### src/rtl/sar_seq_pkg.sv
package sar_seq_pkg;

    localparam int unsigned SAR_BITS   = 6;
    localparam int unsigned SAR_PERIOD = 8;

    // Connection state of one bit's capacitor pair.
    typedef enum logic [1:0] {
        SW_MID = 2'd0,   // both arrays at common mode
        SW_SUP = 2'd1,   // upper to supply, lower to ground (bit decided 0)
        SW_GND = 2'd2    // upper to ground, lower to supply (bit decided 1)
    } sw_sel_e;

    typedef struct packed {
        logic sup;
        logic mid;
        logic gnd;
    } sw_lines_t;

    function automatic sw_lines_t decode_sw(input sw_sel_e s);
        sw_lines_t l;
        l = '{sup: 1'b0, mid: 1'b0, gnd: 1'b0};
        case (s)
            SW_SUP:  l.sup = 1'b1;
            SW_GND:  l.gnd = 1'b1;
            default: l.mid = 1'b1;
        endcase
        return l;
    endfunction

    function automatic sw_sel_e decide_sw(input logic above);
        return above ? SW_GND : SW_SUP;
    endfunction

endpackage

### src/rtl/sar_phase_timer.sv
module sar_phase_timer #(
    parameter int unsigned NBITS  = 6,
    parameter int unsigned PERIOD = 8
) (
    input  logic             clk,
    input  logic             rst,
    output logic             sh,
    output logic             cmp_en,
    output logic [NBITS-1:0] cap_stb,
    output logic             valid,
    output logic             clr_sw
);
    localparam int unsigned PW = (PERIOD > 1) ? $clog2(PERIOD) : 1;
    localparam logic [PW-1:0] LAST_PH  = PW'(PERIOD - 1);
    localparam logic [PW-1:0] VALID_PH = PW'(NBITS + 1);

    logic [PW-1:0] phase;

    always_ff @(posedge clk) begin
        if (rst)                  phase <= '0;
        else if (phase == LAST_PH) phase <= '0;
        else                       phase <= phase + 1'b1;
    end

    assign sh = (phase == '0);

    for (genvar k = 0; k < NBITS; k++) begin : g_stb
        assign cap_stb[k] = (phase == PW'(NBITS - k));
    end

    assign cmp_en = |cap_stb;
    assign valid  = (phase == VALID_PH);
    assign clr_sw = (phase == LAST_PH);

    // the sample strobe never lasts longer than one cycle
    assert_sh_single_R2: assert property (@(posedge clk) disable iff (rst)
        sh |=> !sh);

    // bit 5 is resolved first and bit 1 is followed by bit 0
    assert_msb_after_sample_R5: assert property (@(posedge clk) disable iff (rst)
        sh |=> cap_stb[NBITS-1]);
    assert_lsb_order_R5: assert property (@(posedge clk) disable iff (rst)
        cap_stb[1] |=> cap_stb[0]);

    // the valid pulse follows the last capture
    assert_valid_after_lsb_R8: assert property (@(posedge clk) disable iff (rst)
        cap_stb[0] |=> valid);

endmodule

### src/rtl/sar_bit_slice.sv
module sar_bit_slice
    import sar_seq_pkg::*;
(
    input  logic clk,
    input  logic rst,
    input  logic cap,
    input  logic clr,
    input  logic cmp,
    output logic res,
    output logic sup,
    output logic mid,
    output logic gnd
);
    sw_sel_e   sel;
    sw_lines_t lines;

    always_ff @(posedge clk) begin
        if (rst) begin
            sel <= SW_MID;
            res <= 1'b0;
        end else if (cap) begin
            sel <= decide_sw(cmp);
            res <= cmp;
        end else if (clr) begin
            sel <= SW_MID;
        end
    end

    assign lines = decode_sw(sel);
    assign sup   = lines.sup;
    assign mid   = lines.mid;
    assign gnd   = lines.gnd;

    // exactly one connection per bit
    assert_one_line_R4: assert property (@(posedge clk) disable iff (rst)
        $countones({sup, mid, gnd}) == 1);

    // the captured comparator value drives result and switch alike
    assert_capture_R6: assert property (@(posedge clk) disable iff (rst)
        cap |=> (res == $past(cmp)) && (gnd == $past(cmp)) && (sup == !$past(cmp)));

    // a decided switch holds until it is cleared
    assert_hold_R9: assert property (@(posedge clk) disable iff (rst)
        (!cap && !clr) |=> ($stable(sup) && $stable(gnd)));

endmodule

### src/rtl/sar_seq_ctrl.sv
module sar_seq_ctrl
    import sar_seq_pkg::*;
(
    input  logic                clk,
    input  logic                rst,
    input  logic                cmp_i,
    output logic                sh_o,
    output logic                cmp_en_o,
    output logic [SAR_BITS-1:0] cap_stb_o,
    output logic [SAR_BITS-1:0] result_o,
    output logic                valid_o,
    output logic [SAR_BITS-1:0] sw_sup_o,
    output logic [SAR_BITS-1:0] sw_cm_o,
    output logic [SAR_BITS-1:0] sw_gnd_o
);
    logic clr_sw;

    sar_phase_timer #(
        .NBITS  (SAR_BITS),
        .PERIOD (SAR_PERIOD)
    ) u_timer (
        .clk     (clk),
        .rst     (rst),
        .sh      (sh_o),
        .cmp_en  (cmp_en_o),
        .cap_stb (cap_stb_o),
        .valid   (valid_o),
        .clr_sw  (clr_sw)
    );

    for (genvar k = 0; k < SAR_BITS; k++) begin : g_bit
        sar_bit_slice u_slice (
            .clk (clk),
            .rst (rst),
            .cap (cap_stb_o[k]),
            .clr (clr_sw),
            .cmp (cmp_i),
            .res (result_o[k]),
            .sup (sw_sup_o[k]),
            .mid (sw_cm_o[k]),
            .gnd (sw_gnd_o[k])
        );
    end

    // the whole array is at common mode while sampling
    assert_sample_cm_R3: assert property (@(posedge clk) disable iff (rst)
        sh_o |-> (&sw_cm_o));

    // a capture strobe only fires with the comparator enabled
    assert_stb_en_R5: assert property (@(posedge clk) disable iff (rst)
        (|cap_stb_o) |-> (cmp_en_o && $onehot0(cap_stb_o)));

    // the code is not touched between the valid pulse and the next sample
    assert_code_hold_R7: assert property (@(posedge clk) disable iff (rst)
        valid_o |=> $stable(result_o));

    // reset leaves every bit at common mode with a cleared code
    assert_reset_R1: assert property (@(posedge clk)
        rst |=> ((&sw_cm_o) && (result_o == '0) && !valid_o));

endmodule

### config.mk
export PLATFORM = sky130hd
export DESIGN_NAME = sar_seq_ctrl
export DESIGN_NICKNAME = d
export VERILOG_FILES = /design/src/rtl/sar_seq_pkg.sv /design/src/rtl/sar_phase_timer.sv /design/src/rtl/sar_bit_slice.sv /design/src/rtl/sar_seq_ctrl.sv
export SDC_FILE = /design/constraint.sdc
export NUM_CORES = 1
export LEC_CHECK = 0
export ABC_AREA = 1
export BUFFER_PORTS_ARGS = -buffer_cell sky130_fd_sc_hd__buf_2
export CORE_MARGIN = 1.5
export CORE_UTILIZATION = 48
export DETAILED_ROUTE_END_ITERATION = 7
export MAX_ROUTING_LAYER = met4
export PLACE_DENSITY_LB_ADDON = 0.08
export SYNTH_ARGS = -nofsm -noshare
export SYNTH_HDL_FRONTEND = slang
export SYNTH_SLANG_ARGS = --single-unit
### constraint.sdc
create_clock -name clk -period 1.5 [get_ports clk]
set_input_delay 0.3 -clock clk [delete_from_list [all_inputs] [get_ports clk]]
set_output_delay 0.3 -clock clk [all_outputs]
set_load 0.005 [all_outputs]
==> results of run 1 <==
layout by cell type, fill, tap and decap left out:
cell and instances:
buf_2 32, nor2_1 18, inv_1 17, dfxtp_1 13
ha_1 12, nand2_1 11, buf_4 7, inv_2 6
a21oi_1 6, ha_4 6, dfxtp_2 6, nand2_4 5
nand3_1 5, buf_6 5, inv_4 4, nand2_2 4
nor2_4 3, nand4_1 3, o21ai_1 3, clkbuf_4 3
o21ai_2 2, buf_12 2, dfxtp_4 2, inv_6 1
bufinv_8 1, nor2_2 1, a21oi_2 1, o21ai_0 1
clkbuf_1 1
layout make-up:
| cell class | count | area share (%) |
|---|---|---|
| multi-input cells | 81 | 40.7 |
| repair buffers | 46 | 19.3 |
| flip-flops and latches | 21 | 27.3 |
| clock buffers | 4 | 1.64 |
| inverters | 29 | 8.61 |
| well taps | 31 | 2.43 |
layer usage:
metal	vias to the layer above	share of wire, %	global-route usage, %
met4	0	4.1	10.2
met3	7	4.4	2.09
li1	506	-	-
met1	440	45	19.4
met2	25	47	27.7
met5	-	0	-
worst max-delay path by stage:
stage                   end  slack (ps)
2_1_floorplan  cap_stb_o[0]         230
3_3_place_gp       cmp_en_o         120
3_5_place_dp       cmp_en_o          70
4_1_cts            cmp_en_o        -130
5_1_grt            cmp_en_o        -220
6_report           cmp_en_o        -160
registers in the layout (all words and copies together), names as in the netlist:
name,count
g_bit.u_slice.sel,12
g_bit.u_slice.res,6
u_timer.phase,3
tightest hold or removal path: stages:
cell and delay (ps):
buf_2 110, nand2_1 60, a21oi_1 50
timing repair:
item	in CTS	in global routing
cloned	0	0
endpoints found under the setup margin	9	14
setup buffers	4	4
resized for setup	17	17
pin swaps	6	1
cell families after synthesis:
group / after synthesis
buffers and inverters: 61
and+or+nand+nor: 50
AOI/OAI and AO/OA: 13
DFF: 21
adders and majority gates: 18
power breakdown:
part	internal, mW	total, mW	switching (mW)
clock network	0.104	0.282	0.178
registers	0.590	0.619	0.0290
logic	0.148	0.302	0.154
through the flow:
step / hold WS [ps] / setup slack, ps / cells
2_1_floorplan: 443 / 234 / 163
3_3_place_gp: 452 / 124 / 200
3_5_place_dp: 467 / 72.4 / 200
4_1_cts: 247 / -126 / 208
5_1_grt: 255 / -218 / 212
6_report: 247 / -160 / 212
==> out/metrics.yaml, run 1 <==
viasPerCell: 4.61
die_y_um: 56.2
startpoint_type: "flop"
drtIter0Drc: 18
dr.pass1.iters: 4
maxSlewHeadroom_pct: 81.2
grt_use_total_pct: 16.8
synth_area_um2: 1360
startpoint: "u_timer.phase[0]"
hold_buffers: 0
drv_slew: 0
end_kind: "output pin"
r2r_slack_ps: 170
vias: 978
drc_errors: 0
hold_end: "g_bit[1].u_slice.res"
nets: 203
yosys_most_used_dff: "dfxtp_1"
setup_slack_ps: -160
post-route-util_pct: 59.0
rows: 19
cp_num_buf_inv: 2
clkTransAtPathRegs_ps: 110
power_leakage_nw: 0.789
synth_area_leaders: "dfxtp_1, buf_4, ha_1, inv_1, nor2_1"
critPathSlowestCell: "dfxtp_4"
hold_viol: 0
gp_congestion: 0.844
r2r_end: "g_bit[2].u_slice.sel[0]"
root_buffer: "clkbuf_4"
coreArea_um2: 2710
yosysSeqAreaShare_pct: 30.9
critPathKind: "reg2out"
regToRegStartpoint: "u_timer.phase[0]"
yosys.area_share.simple_pct: 19.4
yosysUniqueCellTypes: 23
synth_compound_area_share_pct: 5.61
yosys.area.top_type: "dfxtp_1"
final_area_um2: 1600
hold_depth: 3
synth_nets: 184
ys_ff_latch: 21
clock.fmax_mhz: 602
min_period_ps: 1660
cp_num_cells: 5
wire_per_inst_um: 10.9
post-dp-hpwl_um: 1670
max-cap-violations: 0
grt_pass1_wl_um: 4000
p_per_area_nw_per_um2: 753
clock_skew_ps: 1.97
cts_tree: "yes"
synthTopCellsByCount: "buf_4, dfxtp_1, inv_1"
rsz0062_at_grt: "true"
grt_start_max_net_pins: 12
critPathArrivalTime_ps: 1360
dieArea_um2: 3160
yosysMostFrequentCell: "buf_4"
path_common_cell: "ha_4"
drt-total-wl_um: 2320
cpLargestDelayFamily: "flip-flops"
required_ps: 1200
io_pins: 36
yosys.area.top_type_share_pct: 30.9
synthesis.instances: 163
antenna_found_initial: 0
clock_path_buffers: 2
synth_adder_area_share_pct: 16.6
crit_path_max_fanout: 5
seqCellArea_um2: 435
synth_warnings: 0
synth_top_family_by_area: "buffers and inverters"
cts_buffers: 3
h-tree-depth: 1
multi_input_area_um2: 651
antenna_cells: 0
synth-edff-count: 0
postSynth.asyncResetShare_pct: 0
reg2reg_depth: 7
tightest_slew_ps: 282
ant_nets: 0
min_path_type: "in2reg"
grt_pass1_vias: 920
overflow: 0
dpl_cell_area_um2: 1360
final_layout_size_suffix_gt1_share_pct: 50.3
fin_tns_setup_ps: -548
synth_xor_area_share_pct: 0
postSynthAreaPerCell_um2: 8.34
area_growth_pct: 17.5
numPortBuffers: 35
min_from: "cmp_i"
setup_viol: 8
crit_chain: "ha_4 > ha_4 > inv_2 > nand4_1 > buf_2"
total_power_mw: 1.20
initial_core_util_pct: 50.2
status: "finished with violations"
ir_drop_mv: 0.475
slowest_delay_ps: 400
synth_mux_area_share_pct: 0
clock_sinks: 21
final.fill_count: 246
finalCritPeriodShare_pct: 111
clk_latency_ps: 310
die_w_um: 56.2
violations: "negative setup slack"
Note: power is estimated with default switching activity, not from simulation.
==> inputs of run 2 (changes only) <==
CTS_BUF_LIST = sky130_fd_sc_hd__clkbuf_2 sky130_fd_sc_hd__clkbuf_4 sky130_fd_sc_hd__clkbuf_8   (was not set)
==> out/metrics.yaml, run 2 (same netlist as run 1, synthesis figures left out) <==
status: "finished with violations"
violations: "negative setup slack"
setup_viol: 7  # -1
finalCritPeriodShare_pct: 108  # -2.5 points
critPathKind: "reg2out"
slowest_delay_ps: 390  # about the same
post-route-util_pct: 57.5  # -1.5 points
critPathSlowestCell: "dfxtp_4"
rows: 19  # unchanged
drtIter0Drc: 17  # -1
min_path_type: "in2reg"
dieArea_um2: 3160  # unchanged
io_pins: 36  # unchanged
min_from: "cmp_i"
drc_errors: 0  # unchanged
path_common_cell: "ha_4"
post-dp-hpwl_um: 1670  # unchanged
cts_tree: "yes"
ant_nets: 0  # unchanged
dr.pass1.iters: 4  # unchanged
pwr-share-comb_pct: 23.4  # -1.7 points
power_frac_clock_pct: 25.0  # +1.6 points
r2r_slack_ps: 170  # about the same
dpl_cell_area_um2: 1360  # unchanged
final_cell_mix: "buf_2, nor2_1, inv_1"
max-cap-violations: 0  # unchanged
final_layout_size_suffix_gt1_share_pct: 50.8  # +0.55 points
hold_viol: 0  # unchanged
tightest_slew_ps: 277  # -4.98 ps
seqCellArea_um2: 435  # unchanged
clkTransAtPathRegs_ps: 110  # about the same
final_area_um2: 1560  # -2.5%
antenna_cells: 0  # unchanged
layout.cells.non_filler: 212  # unchanged
cpLargestDelayFamily: "flip-flops"
hold_end: "g_bit[1].u_slice.res"
cts_buffers: 3  # unchanged
end_kind: "output pin"
p_per_area_nw_per_um2: 770  # +2.2%
cp_num_buf_inv: 2  # unchanged
clk_latency_ps: 310  # about the same
area_growth_pct: 14.5
intPower_uw: 848  # +0.66%
die_y_um: 56.2  # unchanged
regToRegStartpoint: "u_timer.phase[0]"
r2r_end: "g_bit[2].u_slice.sel[0]"
min_period_ps: 1620  # -37.4 ps
vias: 981  # +0.31%
hold_depth: 3  # unchanged
nets: 203  # unchanged
overflow: 0  # unchanged
grt_pass1_vias: 916  # -0.43%
grt_pass1_wl_um: 4020  # +0.50%
clock.fmax_mhz: 616  # +2.3%
critPathArrivalTime_ps: 1320  # -40 ps
grt_use_total_pct: 16.9  # +0.099 points
drv_slew: 0  # unchanged
startpoint: "u_timer.phase[0]"
dp_slack_ps: 72.4  # unchanged
required_ps: 1200  # about the same
clock_skew_ps: 1.85  # -0.120 ps
sw_frac_of_total_pct: 29.3  # -0.72 points
clock_path_buffers: 2  # unchanged
reg_top3: "g_bit.u_slice.sel: 12 flops, g_bit.u_slice.res: 6 flops, u_timer.phase: 3 flops"
ir_drop_mv: 0.474  # about the same
final.fill_count: 256  # +4.1%
numPortBuffers: 35  # unchanged
wire_per_inst_um: 10.7  # -2.0%
final_common_cell: "buf_2"
root_buffer: "clkbuf_4"
max_flop_register: "g_bit.u_slice.sel"
antenna_found_initial: 0  # unchanged
gp_congestion: 0.844  # unchanged
die_w_um: 56.2  # unchanged
hold_buffers: 0  # unchanged
rsz0062_at_grt: "true"
power_leakage_nw: 0.772  # -2.2%
switchingPower_uw: 351  # -2.8%
setup_slack_ps: -123  # +37.4 ps
drt-total-wl_um: 2270  # -2.0%
crit_chain: "ha_4 > ha_4 > inv_2 > nand4_1 > buf_2"
startpoint_type: "flop"
coreArea_um2: 2710  # unchanged
largest_reg_flops: 12  # unchanged
placedCellCount: 200  # unchanged
crit_path_max_fanout: 5  # unchanged
multi_input_area_um2: 626  # -3.8%
h-tree-depth: 1  # unchanged
seqPwrFrac_pct: 51.6  # about the same
grt_start_max_net_pins: 12  # unchanged
maxSlewHeadroom_pct: 81.5  # +0.33 points
reg2reg_depth: 7  # unchanged
viasPerCell: 4.63  # +0.31%
clock_sinks: 21  # unchanged
initial_core_util_pct: 50.2  # unchanged
run 2: per-stage QoR:
stage	hold WS (ps)	setup TNS [ps]	total power [mW]
after floorplan	443	0	0.836
after global placement	452	0	0.855
after detailed placement	467	0	0.859
after CTS	247	-547	1.19
after global routing	254	-864	1.27
final	246	-487	1.20
run 2: worst min-delay path: stages:
cell and delay (ps):
buf_2 110, nand2_1 60, a21oi_1 50
run 2: power by group through the flow:
| stage | logic, mW | registers [mW] | clock network, mW |
|---|---|---|---|
| floorplan | 0.218 | 0.618 | 0 |
| global placement | 0.233 | 0.623 | 0 |
| detailed placement | 0.235 | 0.624 | 0 |
| CTS | 0.264 | 0.616 | 0.312 |
| global route | 0.315 | 0.625 | 0.334 |
| finish | 0.281 | 0.618 | 0.300 |
run 2: worst max path at each step:
stage | depth (start not counted) | end | slack (ps)
floorplan | 5 | cap_stb_o[0] | 230
global placement | 5 | cmp_en_o | 120
detailed placement | 5 | cmp_en_o | 70
CTS | 5 | cmp_en_o | -130
global route | 5 | cmp_en_o | -170
finish | 5 | cmp_en_o | -120
run 2: area by class of cell:
| type | instances | area share, % |
|---|---|---|
| sequential | 21 | 28.0 |
| inverter | 29 | 8.84 |
| clock buffer | 4 | 1.93 |
| multi-input combinational | 81 | 40.2 |
| tap | 31 | 2.49 |
| timing repair buffer | 46 | 18.6 |
run 2: metal layers:
metal  GRT usage, %  vias to the layer above  routed length (um)
li1               -                      507                   -
met1           19.4                      442                1000
met2           28.1                       25                1080
met3           2.09                        7                  92
met4           10.2                        0                  94
met5              -                        -                   0
run 2: what timing repair did:
action | 4_1_cts | 5_1_grt
gates resized for setup | 17 | 13
buffers inserted | 4 | 4
endpoints found under the hold margin | 0 | 0
pin swaps | 6 | 1
endpoints found under the setup margin | 9 | 14
cloned | 0 | 0
==> inputs of run 3 (changes only) <==
ABC_AREA = not set   (was 1)
==> out/metrics.yaml, run 3 <==
fin_tns_setup_ps: -2020  # -1530 ps
synth_warnings: 0  # unchanged
nets: 193  # -4.9%
clock.fmax_mhz: 511  # -17%
clock_path_buffers: 2  # unchanged
cp_num_buf_inv: 3  # +1
critPathSlowestCell: "or4_4"
p_per_area_nw_per_um2: 760  # -1.3%
grt_use_total_pct: 17.1  # +0.23 points
grt_pass1_vias: 846  # -7.6%
synthTopCellsByCount: "buf_4, dfxtp_1, ha_1"
die_w_um: 55.0  # -2.1%
ir_drop_mv: 0.577  # +22%
final_cell_mix: "buf_2, a21oi_1, dfxtp_1"
clkTransAtPathRegs_ps: 120  # about the same
final_common_cell: "buf_2"
path_common_cell: "inv_2"
coreArea_um2: 2520  # -6.9%
yosysSeqAreaShare_pct: 32.3  # +1.4 points
max_flop_register: "g_bit.u_slice.sel"
finalCritPeriodShare_pct: 130  # +22 points
min_from: "cmp_i"
required_ps: 1200  # about the same
yosys_most_used_dff: "dfxtp_1"
hold_depth: 3  # unchanged
status: "finished with violations"
placedCellCount: 191  # -4.5%
seqCellArea_um2: 429  # -1.4%
postSynthAreaPerCell_um2: 8.61  # +3.2%
pwr-share-comb_pct: 23.0  # -0.4 points
r2r_slack_ps: -130  # -300 ps
rsz0062_at_grt: "true"
sw_frac_of_total_pct: 27.5  # -1.7 points
post-route-util_pct: 59.7  # +2.2 points
power_leakage_nw: 0.704  # -8.8%
startpoint_type: "flop"
drt-total-wl_um: 2360  # +4.1%
seqPwrFrac_pct: 52.4  # +0.8 points
synth_nets: 172  # -6.5%
vias: 972  # -0.92%
yosys.area.top_type_share_pct: 32.3  # +1.4 points
clk_latency_ps: 310  # about the same
dpl_cell_area_um2: 1360  # +0.55%
hold_end: "g_bit[1].u_slice.res"
yosys.area.top_type: "dfxtp_1"
slowest_delay_ps: 540  # +150 ps
cts_tree: "yes"
final_area_um2: 1510  # -3.3%
violations: "negative setup slack"
layout.cells.non_filler: 201  # -5.2%
setup_slack_ps: -457  # -334 ps
reg_top3: "g_bit.u_slice.sel: 12 flops, g_bit.u_slice.res: 6 flops, u_timer.phase: 3 flops"
wire_per_inst_um: 11.8  # +9.8%
gp_congestion: 0.762  # -9.7%
multi_input_area_um2: 623  # -0.40%
rows: 18  # -1
min_path_type: "in2reg"
max-cap-violations: 0  # unchanged
hold_viol: 0  # unchanged
critPathKind: "reg2out"
area_growth_pct: 15.9
post-dp-hpwl_um: 1710  # +2.1%
regToRegStartpoint: "u_timer.phase[0]"
yosysUniqueCellTypes: 24  # +4.3%
grt_pass1_wl_um: 3570  # -11%
overflow: 0  # unchanged
antenna_cells: 0  # unchanged
drv_slew: 0  # unchanged
numPortBuffers: 35  # unchanged
largest_reg_flops: 12  # unchanged
hold_buffers: 0  # unchanged
maxSlewHeadroom_pct: 74.4  # -7.1 points
root_buffer: "clkbuf_4"
h-tree-depth: 1  # unchanged
setup_viol: 11  # +4
antenna_found_initial: 0  # unchanged
synthesis.instances: 151  # -7.4%
synth_area_leaders: "dfxtp_1, buf_4, ha_1, a21oi_1, inv_1"
crit_path_max_fanout: 3  # -2
drc_errors: 0  # unchanged
critPathArrivalTime_ps: 1660  # +340 ps
yosysMostFrequentCell: "buf_4"
hold_slack_ps: 337  # +91.1 ps
cts_buffers: 3  # unchanged
crit_chain: "inv_2 > ha_4 > nand2_4 > inv_2 > or4_4 > buf_6"
min_period_ps: 1960  # +334 ps
dr.pass1.iters: 3  # -1
cpLargestDelayFamily: "simple AND/OR/NAND/NOR gates"
reg2reg_depth: 7  # unchanged
grt_start_max_net_pins: 22  # +10
synth_area_um2: 1300  # -4.4%
postSynth.asyncResetShare_pct: 0  # unchanged
r2r_end: "g_bit[5].u_slice.sel[0]"
viasPerCell: 4.84  # +4.5%
ys_ff_latch: 21  # unchanged
final.fill_count: 234  # -8.6%
io_pins: 36  # unchanged
initial_core_util_pct: 51.5  # +1.4 points
end_kind: "output pin"
intPower_uw: 829  # -2.2%
final_layout_size_suffix_gt1_share_pct: 43.9  # -7.0 points
synth-edff-count: 0  # unchanged
ant_nets: 0  # unchanged
die_y_um: 55.0  # -2.1%
clock_skew_ps: 1.19  # -0.659 ps
drtIter0Drc: 7  # -10
power_frac_clock_pct: 24.6  # -0.4 points
clock_sinks: 21  # unchanged
tightest_slew_ps: 384  # +107 ps
switchingPower_uw: 315  # -10%
dieArea_um2: 3030  # -4.2%
==> run 3: cell types whose count changed after synthesis, sizes merged, moves of 3 or more <==
cell    change
nand2       -9
nand3b      +4
or3         +5
inv        -11
a21oi      +10
nor2       -21
nand2b      +7
nand3       -3
clkbuf      +4
o21ai       -6
==> run 3: how the worst max path moves through the flow <==
stage	startpoint	endpoint	slack, ps	depth (start not counted)
after global placement	u_timer.phase[1]	cmp_en_o	-120	6
final	u_timer.phase[1]	cmp_en_o	-460	6
after detailed placement	u_timer.phase[1]	cmp_en_o	-160	6
after floorplan	u_timer.phase[1]	cmp_en_o	6	5
after CTS	u_timer.phase[0]	cmp_en_o	-470	6
after global routing	u_timer.phase[1]	cmp_en_o	-510	6
==> run 3: through the flow <==
| stage | worst slack, ps | total power, mW |
|---|---|---|
| floorplan | 6.44 | 0.775 |
| global placement | -123 | 0.810 |
| detailed placement | -160 | 0.817 |
| CTS | -469 | 1.15 |
| global route | -505 | 1.21 |
| finish | -457 | 1.14 |
==> run 3: layout make-up <==
cell class	count	area share [%]
flip-flops and latches	21	28.5
multi-input cells	78	41.4
well taps	30	2.49
inverters	17	4.40
repair buffers	51	21.4
clock buffers	3	1.50
clock inverters	1	0.332
==> run 3: worst reg2reg max path, cell delays in order, from the launching register on <==
cell     delay, ps
dfxtp_4        380
buf_4          130
ha_2           190
buf_6          120
and2b_4        170
buf_4          140
or3_1          330
a21oi_2        130
==> run 3: power groups by stage <==
stage | logic, mW | clock network, mW | registers (mW)
2_1_floorplan | 0.167 | 0 | 0.608
3_3_place_gp | 0.199 | 0 | 0.610
3_5_place_dp | 0.205 | 0 | 0.612
4_1_cts | 0.248 | 0.298 | 0.601
5_1_grt | 0.299 | 0.310 | 0.603
6_report | 0.263 | 0.281 | 0.600
==> run 3: logic make-up (layout without fill, tap and decap cells) <==
family	after synthesis	count (layout)	share of synthesized area (%)
fa+ha+maj	18	18	17.3
simple gates	42	42	19.2
flops	21	21	32.3
buf+inv	52	72	24.0
compound gates	18	18	7.22
==> run 3: metal layers <==
metal	vias up	share of wire [%]	track usage (%)
met4	0	1.6	8.94
met3	6	3.8	2.42
met1	451	44	19.5
li1	493	-	-
met5	-	0	-
met2	22	50	29.2
==> run 3: repair_timing <==
action	4_1_cts	5_1_grt
gates resized for setup	15	5
cloned	0	0
setup buffers	5	2
endpoints found under the setup margin	9	18
pin swaps	3	0
